--- src/rtl/fbg_pkg.sv ---
package fbg_pkg;

  typedef enum logic [1:0] {
    REG_DIV_LO = 2'd0,
    REG_DIV_HI = 2'd1,
    REG_CFG    = 2'd2,
    REG_NONE   = 2'd3
  } fbg_reg_e;

  localparam int unsigned BASE_TICKS = 16;

  // Sample ticks per bit time: quad mode wins over double mode.
  function automatic logic [4:0] ticks_per_bit(input logic dbl, input logic quad);
    logic [4:0] base;
    base = 5'(BASE_TICKS);
    if (quad)     return base >> 2;
    else if (dbl) return base >> 1;
    else          return base;
  endfunction

endpackage

--- src/rtl/fbg_regs.sv ---
module fbg_regs
  import fbg_pkg::*;
#(
  parameter int DATA_W = 8,
  parameter int DIV_W  = 16,
  parameter int FRAC_W = 4
) (
  input  logic              clk,
  input  logic              rst_n,
  input  logic              wr_en,
  input  logic [1:0]        wr_addr,
  input  logic [DATA_W-1:0] wr_data,
  input  logic [1:0]        rd_addr,
  output logic [DATA_W-1:0] rd_data,
  output logic [DIV_W-1:0]  div_eff,
  output logic [FRAC_W-1:0] frac,
  output logic              rate_x2,
  output logic              rate_x4,
  output logic              clk_off
);
  localparam int CFG_W = FRAC_W + 3;
  localparam logic [DATA_W-1:0] LO_RESET = DATA_W'(1);
  localparam logic [DIV_W-1:0]  DIV_ONE  = DIV_W'(1);

  logic [DATA_W-1:0] div_lo_q, div_hi_q;
  logic [CFG_W-1:0]  cfg_q;
  logic [DIV_W-1:0]  div_raw;

  always_ff @(posedge clk) begin
    if (!rst_n) begin
      div_lo_q <= LO_RESET;
      div_hi_q <= '0;
      cfg_q    <= '0;
    end else if (wr_en) begin
      case (fbg_reg_e'(wr_addr))
        REG_DIV_LO: div_lo_q <= wr_data;
        REG_DIV_HI: div_hi_q <= wr_data;
        REG_CFG:    cfg_q    <= wr_data[CFG_W-1:0];
        default:    ;
      endcase
    end
  end

  always_comb begin
    case (fbg_reg_e'(rd_addr))
      REG_DIV_LO: rd_data = div_lo_q;
      REG_DIV_HI: rd_data = div_hi_q;
      REG_CFG:    rd_data = {{(DATA_W-CFG_W){1'b0}}, cfg_q};
      default:    rd_data = '0;
    endcase
  end

  assign div_raw = {div_hi_q, div_lo_q};
  assign div_eff = (div_raw == '0) ? DIV_ONE : div_raw;
  assign frac    = cfg_q[FRAC_W-1:0];
  assign rate_x2 = cfg_q[FRAC_W];
  assign rate_x4 = cfg_q[FRAC_W+1];
  assign clk_off = cfg_q[FRAC_W+2];

endmodule

--- src/rtl/fbg_period.sv ---
module fbg_period #(
  parameter int DIV_W  = 16,
  parameter int FRAC_W = 4
) (
  input  logic              clk,
  input  logic              rst_n,
  input  logic              restart,
  input  logic              clk_off,
  input  logic [DIV_W-1:0]  div_eff,
  input  logic [FRAC_W-1:0] frac,
  output logic              hit,
  output logic              stretch,
  output logic              tick
);
  localparam logic [DIV_W:0]   WIDE_ONE = (DIV_W+1)'(1);
  localparam logic [DIV_W-1:0] CNT_ONE  = DIV_W'(1);

  logic [DIV_W-1:0]  cnt_q;
  logic [FRAC_W-1:0] acc_q;
  logic              stretch_q, tick_q;
  logic [DIV_W:0]    target;
  logic [FRAC_W:0]   acc_sum;

  // Period of the current interval: divisor, plus one when the last carry fired.
  assign target  = {1'b0, div_eff} - WIDE_ONE + {{DIV_W{1'b0}}, stretch_q};
  assign hit     = ({1'b0, cnt_q} == target) && !restart && !clk_off;
  assign acc_sum = {1'b0, acc_q} + {1'b0, frac};

  always_ff @(posedge clk) begin
    if (!rst_n || restart || clk_off) begin
      cnt_q     <= '0;
      acc_q     <= '0;
      stretch_q <= 1'b0;
      tick_q    <= 1'b0;
    end else if (hit) begin
      cnt_q     <= '0;
      acc_q     <= acc_sum[FRAC_W-1:0];
      stretch_q <= acc_sum[FRAC_W];
      tick_q    <= 1'b1;
    end else begin
      cnt_q     <= cnt_q + CNT_ONE;
      tick_q    <= 1'b0;
    end
  end

  assign stretch = stretch_q;
  assign tick    = tick_q;

endmodule

--- src/rtl/fbg_bitdiv.sv ---
module fbg_bitdiv #(
  parameter int SUB_W = 4
) (
  input  logic           clk,
  input  logic           rst_n,
  input  logic           restart,
  input  logic           clk_off,
  input  logic           hit,
  input  logic [SUB_W:0] tpb,
  output logic           bit_tick
);
  localparam logic [SUB_W:0]   TPB_ONE = (SUB_W+1)'(1);
  localparam logic [SUB_W-1:0] SUB_ONE = SUB_W'(1);

  logic [SUB_W-1:0] sub_q;
  logic             bit_q;
  logic             last;

  assign last = ({1'b0, sub_q} == (tpb - TPB_ONE));

  always_ff @(posedge clk) begin
    if (!rst_n || restart || clk_off) begin
      sub_q <= '0;
      bit_q <= 1'b0;
    end else if (hit) begin
      sub_q <= last ? '0 : sub_q + SUB_ONE;
      bit_q <= last;
    end else begin
      bit_q <= 1'b0;
    end
  end

  assign bit_tick = bit_q;

endmodule

--- src/rtl/frac_baud_gen.sv ---
module frac_baud_gen
  import fbg_pkg::*;
#(
  parameter int DATA_W = 8,
  parameter int FRAC_W = 4
) (
  input  logic              clk,
  input  logic              rst_n,
  input  logic              wr_en,
  input  logic [1:0]        wr_addr,
  input  logic [DATA_W-1:0] wr_data,
  input  logic [1:0]        rd_addr,
  output logic [DATA_W-1:0] rd_data,
  output logic              tick,
  output logic              bit_tick
);
  localparam int DIV_W = 2 * DATA_W;

  logic [DIV_W-1:0]  div_eff;
  logic [FRAC_W-1:0] frac;
  logic              rate_x2, rate_x4, clk_off;
  logic              tick_hit, stretch;
  logic [4:0]        tpb;

  fbg_regs #(.DATA_W(DATA_W), .DIV_W(DIV_W), .FRAC_W(FRAC_W)) u_regs (
    .clk(clk), .rst_n(rst_n), .wr_en(wr_en), .wr_addr(wr_addr),
    .wr_data(wr_data), .rd_addr(rd_addr), .rd_data(rd_data),
    .div_eff(div_eff), .frac(frac), .rate_x2(rate_x2),
    .rate_x4(rate_x4), .clk_off(clk_off)
  );

  fbg_period #(.DIV_W(DIV_W), .FRAC_W(FRAC_W)) u_period (
    .clk(clk), .rst_n(rst_n), .restart(wr_en), .clk_off(clk_off),
    .div_eff(div_eff), .frac(frac), .hit(tick_hit),
    .stretch(stretch), .tick(tick)
  );

  assign tpb = ticks_per_bit(rate_x2, rate_x4);

  fbg_bitdiv #(.SUB_W(4)) u_bitdiv (
    .clk(clk), .rst_n(rst_n), .restart(wr_en), .clk_off(clk_off),
    .hit(tick_hit), .tpb(tpb), .bit_tick(bit_tick)
  );

endmodule

--- config.mk ---
export PLATFORM = sky130hd
export DESIGN_NAME = frac_baud_gen
export DESIGN_NICKNAME = d
export VERILOG_FILES = /design/src/rtl/fbg_pkg.sv /design/src/rtl/fbg_regs.sv /design/src/rtl/fbg_period.sv /design/src/rtl/fbg_bitdiv.sv /design/src/rtl/frac_baud_gen.sv
export SDC_FILE = /design/constraint.sdc
export NUM_CORES = 1
export LEC_CHECK = 0
export ABC_AREA = 1
export CORE_AREA = 3 3 80 82
export CTS_CLUSTER_DIAMETER = 200
export CTS_CLUSTER_SIZE = 30
export DETAILED_ROUTE_END_ITERATION = 8
export DIE_AREA = 0 0 83 85
export PLACE_DENSITY_LB_ADDON = 0.25
export SETUP_SLACK_MARGIN = 0.15
export SYNTH_ARGS = -nofsm -noshare
export SYNTH_HDL_FRONTEND = slang
export SYNTH_HIERARCHICAL = 1
export SYNTH_SLANG_ARGS = --single-unit
--- constraint.sdc ---
create_clock -name clk -period 2.8 [get_ports clk]
set_input_delay 0.56 -clock clk [delete_from_list [all_inputs] [get_ports clk]]
set_output_delay 0.56 -clock clk [all_outputs]
set_load 0.02 [all_outputs]
==> metrics.csv <==
metric;value;unit
port bufs;24;
io pins;25;
CTS tree;done;
Async SR Flop Fraction;0;%
GR Overflow Total;0;
Final Critical Period;2.60;ns
synthesized area;0.00336;mm^2
gr busiest metal;met2;
Gate Count Post-Synth;523;
Slew Viols, Final;0;
ys flop type;dfxtp_1;
Worst Path Max Fanout;5;
Die ar.;0.00706;mm^2
clock latency on the worst-skew pair;0.31;ns
WL final;8.10;mm
layout cells sized above 1;15.5;%
crit-path max cell delay;0.32;ns
Max Cap Viol;0;
Pre-antenna DRT Iters;5;
Synth Warn #;6;
CP max stage cell;dfxtp_1;
Final Hold Vio Count;0;
DRT antenna net count;0;
initial antenna violation count;0;
Num CTS Buffers;5;
post-cts hold buffer count;0;
worst vdd ir;317;uV
pwr/cell area;397;mW/mm^2
worst path cell trace;nor2_1 -> nand2_1 -> nor2_1 -> nand2_1 -> nand2_1 -> inv_1 -> ha_2 -> ha_4 -> inv_2 -> nand2_1 -> nand3_1 -> nand2_1 -> nor2_1 -> nand2_1 -> nor2_2 -> nand2_2 -> nor2_4 -> nand2_4 -> inv_2 -> buf_4 -> nand4_1 -> xor2_1 -> nor2_1;
most common cell after layout, fill and taps aside;nand2_1;
Crit. End Element;flip-flop;
most frequent cells in the layout;nand2_1 (135), nor2_1 (83), inv_1 (66);
register share of total power;48.0;%
LEAKAGE;1.93;nW
Avg WL per Cell;12.8;um
number of synthesized flops with an enable pin;0;
Psw;482;uW
residual DRC count;0;
WP data arrival;2.82;ns
GRT Total Usage;23.4;%
WP buf/inv;4;
CTS Buffer Depth;2;
H-tree depth;2;
Final Core Density;67.6;%
total core area;0.00582;mm^2
number of global-route vias before repair;2934;
Hold Crit Class;reg2reg;
Clock power frac;28.5;%
hpwl dp;6.23;mm
RSZ-0062 raised after global routing;true;
GRT met2 Usage;40.5;%
Crit Path Category;reg2reg;
Yosys cell types;38;
switching part of the total;30.9;%
Synth-to-Final Area Change;17.1;%
skew final;0.00895;ns
most used cell, CP;nand2_1;
maximum clock frequency;384;MHz
Vias per Instance;5.05;
effective utilization at floorplan;57.7;%
Final Setup Violations;0;
crit-path leading delay family;simple AND/OR/NAND/NOR gates;
first-pass GRT wire length;13.5;mm
Fill cells;519;
die width;83;um
clk sink count;50;
largest net degree at the start of global routing;25;
status;complete, no violations;
Critical Path Source Type;flip-flop;
CP required;3.01;ns
postcts setup bufs;0;
CTS clk-pin slew, worst paths;0.09;ns
Seq/Total Area, Yosys;29.8;%
DRT iter0 DRCs;250;
Post-Route Hold Slack;0.475;ns
period utilisation layout;93.0;%
die span in y;85;um
M1 GR Usage;29.3;%
synthesized flop and latch total;50;
syn_area_per_cell;6.42;um^2
num rows;28;
Antenna Cells;0;
Root Buffer;clkbuf_8;
internal power;1.08;mW
routability congestion estimate;0.905;
DR vias;3204;
Final nets;584;
GRT met3 Usage;3.79;%
Logic pwr share;23.5;%
==> worst reg2reg max path: stages (launching register included) <==
cell	delay [ns]
dfxtp_1	0.32
nor2_1	0.10
nand2_1	0.09
nor2_1	0.09
nand2_1	0.06
nand2_1	0.06
inv_1	0.04
ha_2	0.20
ha_4	0.18
inv_2	0.05
nand2_1	0.06
nand3_1	0.07
nand2_1	0.05
nor2_1	0.11
nand2_1	0.11
nor2_2	0.13
nand2_2	0.07
nor2_4	0.13
nand2_4	0.06
inv_2	0.05
buf_4	0.12
nand4_1	0.10
xor2_1	0.19
nor2_1	0.07
==> power by group through the flow <==
stage | clock network (mW) | logic (mW) | registers, mW
after floorplan | 0 | 0.239 | 0.761
after global placement | 0 | 0.341 | 0.762
after detailed placement | 0 | 0.347 | 0.763
after CTS | 0.456 | 0.346 | 0.746
after global routing | 0.486 | 0.408 | 0.750
final | 0.445 | 0.366 | 0.748
==> what timing repair did <==
action | CTS | global route
gates resized for setup | 9 | 23
pin swaps | 0 | 17
endpoints found under the hold margin | 0 | 0
setup endpoints to repair | 11 | 22
==> kinds of logic after synthesis <==
group	after synthesis	share of synthesized area [%]
XOR/XNOR	31	8.50
buffers and inverters	95	11.6
adder cells (fa/ha/maj)	10	3.95
multiplexers	1	0.298
other	1	0.112
flip-flops	50	29.8
AO/OA/AOI/OAI	32	5.55
AND/OR/NAND/NOR	303	40.2
==> Yosys cell counts (2+ instances only) <==
master	n	area, um^2
nand2_1	138	518
nor2_1	90	338
inv_1	68	255
dfxtp_1	50	1000
nand3_1	25	125
xor2_1	18	158
nor2_2	17	106
o21ai_0	17	85.1
clkbuf_1	15	56.3
xnor2_1	12	105
nand4_1	11	68.8
ha_1	9	113
o211ai_1	7	52.6
a31oi_1	5	31.3
inv_2	4	15.0
nand3b_1	4	30.0
nor2_4	4	45.0
nand2_2	3	18.8
nand2_4	3	33.8
a21oi_1	2	10.0
buf_1	2	7.51
buf_2	2	10.0
nand3_2	2	20.0
==> path summary, 6_finish.rpt <==
kind	startpoint	to	slack, ns	cells past startpoint
hold reg to reg	u_period/stretch	u_period/stretch	0.47	2
setup / recovery	u_regs/div_hi_q[2]	u_bitdiv/sub_q[3]	0.20	23
hold / removal	u_period/stretch	u_period/stretch	0.47	2
setup reg to reg	u_regs/div_hi_q[2]	u_bitdiv/sub_q[3]	0.20	23
==> cell type report <==
type                            instances  area [um^2]  share of cell area [%]
Timing Repair Buffer                   47          410                    10.4
Inverter                               73          275                    7.00
Sequential cell                        50         1010                    25.6
Clock buffer                            6         82.6                    2.10
Multi-Input combinational cell        382         2040                    52.0
Clock inverter                          2         17.5                   0.446
Tap cell                               75         93.8                    2.39
==> flip-flops by register name, indices dropped and copies added, names as in the netlist <==
| register | flops |
|---|---|
| u_bitdiv/bit_tick | 1 |
| u_bitdiv/sub_q | 4 |
| u_period/acc_q | 4 |
| u_period/cnt_q | 16 |
| u_period/stretch | 1 |
| u_period/tick | 1 |
| u_regs/cfg_q | 7 |
| u_regs/div_hi_q | 8 |
| u_regs/div_lo_q | 8 |
==> stage by stage <==
stage                     setup slack [ns]  setup TNS (ns)  std cells  area, um^2  total power [mW]
after floorplan                      0.201               0        527        3370              1.00
after global placement              0.0780               0        627        3770              1.10
after detailed placement            0.0803               0        627        3770              1.11
after CTS                            0.154               0        635        3870              1.55
after global routing              -0.00758         -0.0240        635        3930              1.64
final                                0.197               0        635        3930              1.56
==> per-layer routing <==
layer  vias to the layer above  routed length, um  share of wire (%)
li1                       1670                  -                  -
met1                      1420               3480                 43
met2                        91               4030                 50
met3                        23                397                4.9
met4                         0                196                2.4
met5                         -                  0                  0
(Power assumes the default switching activity.)
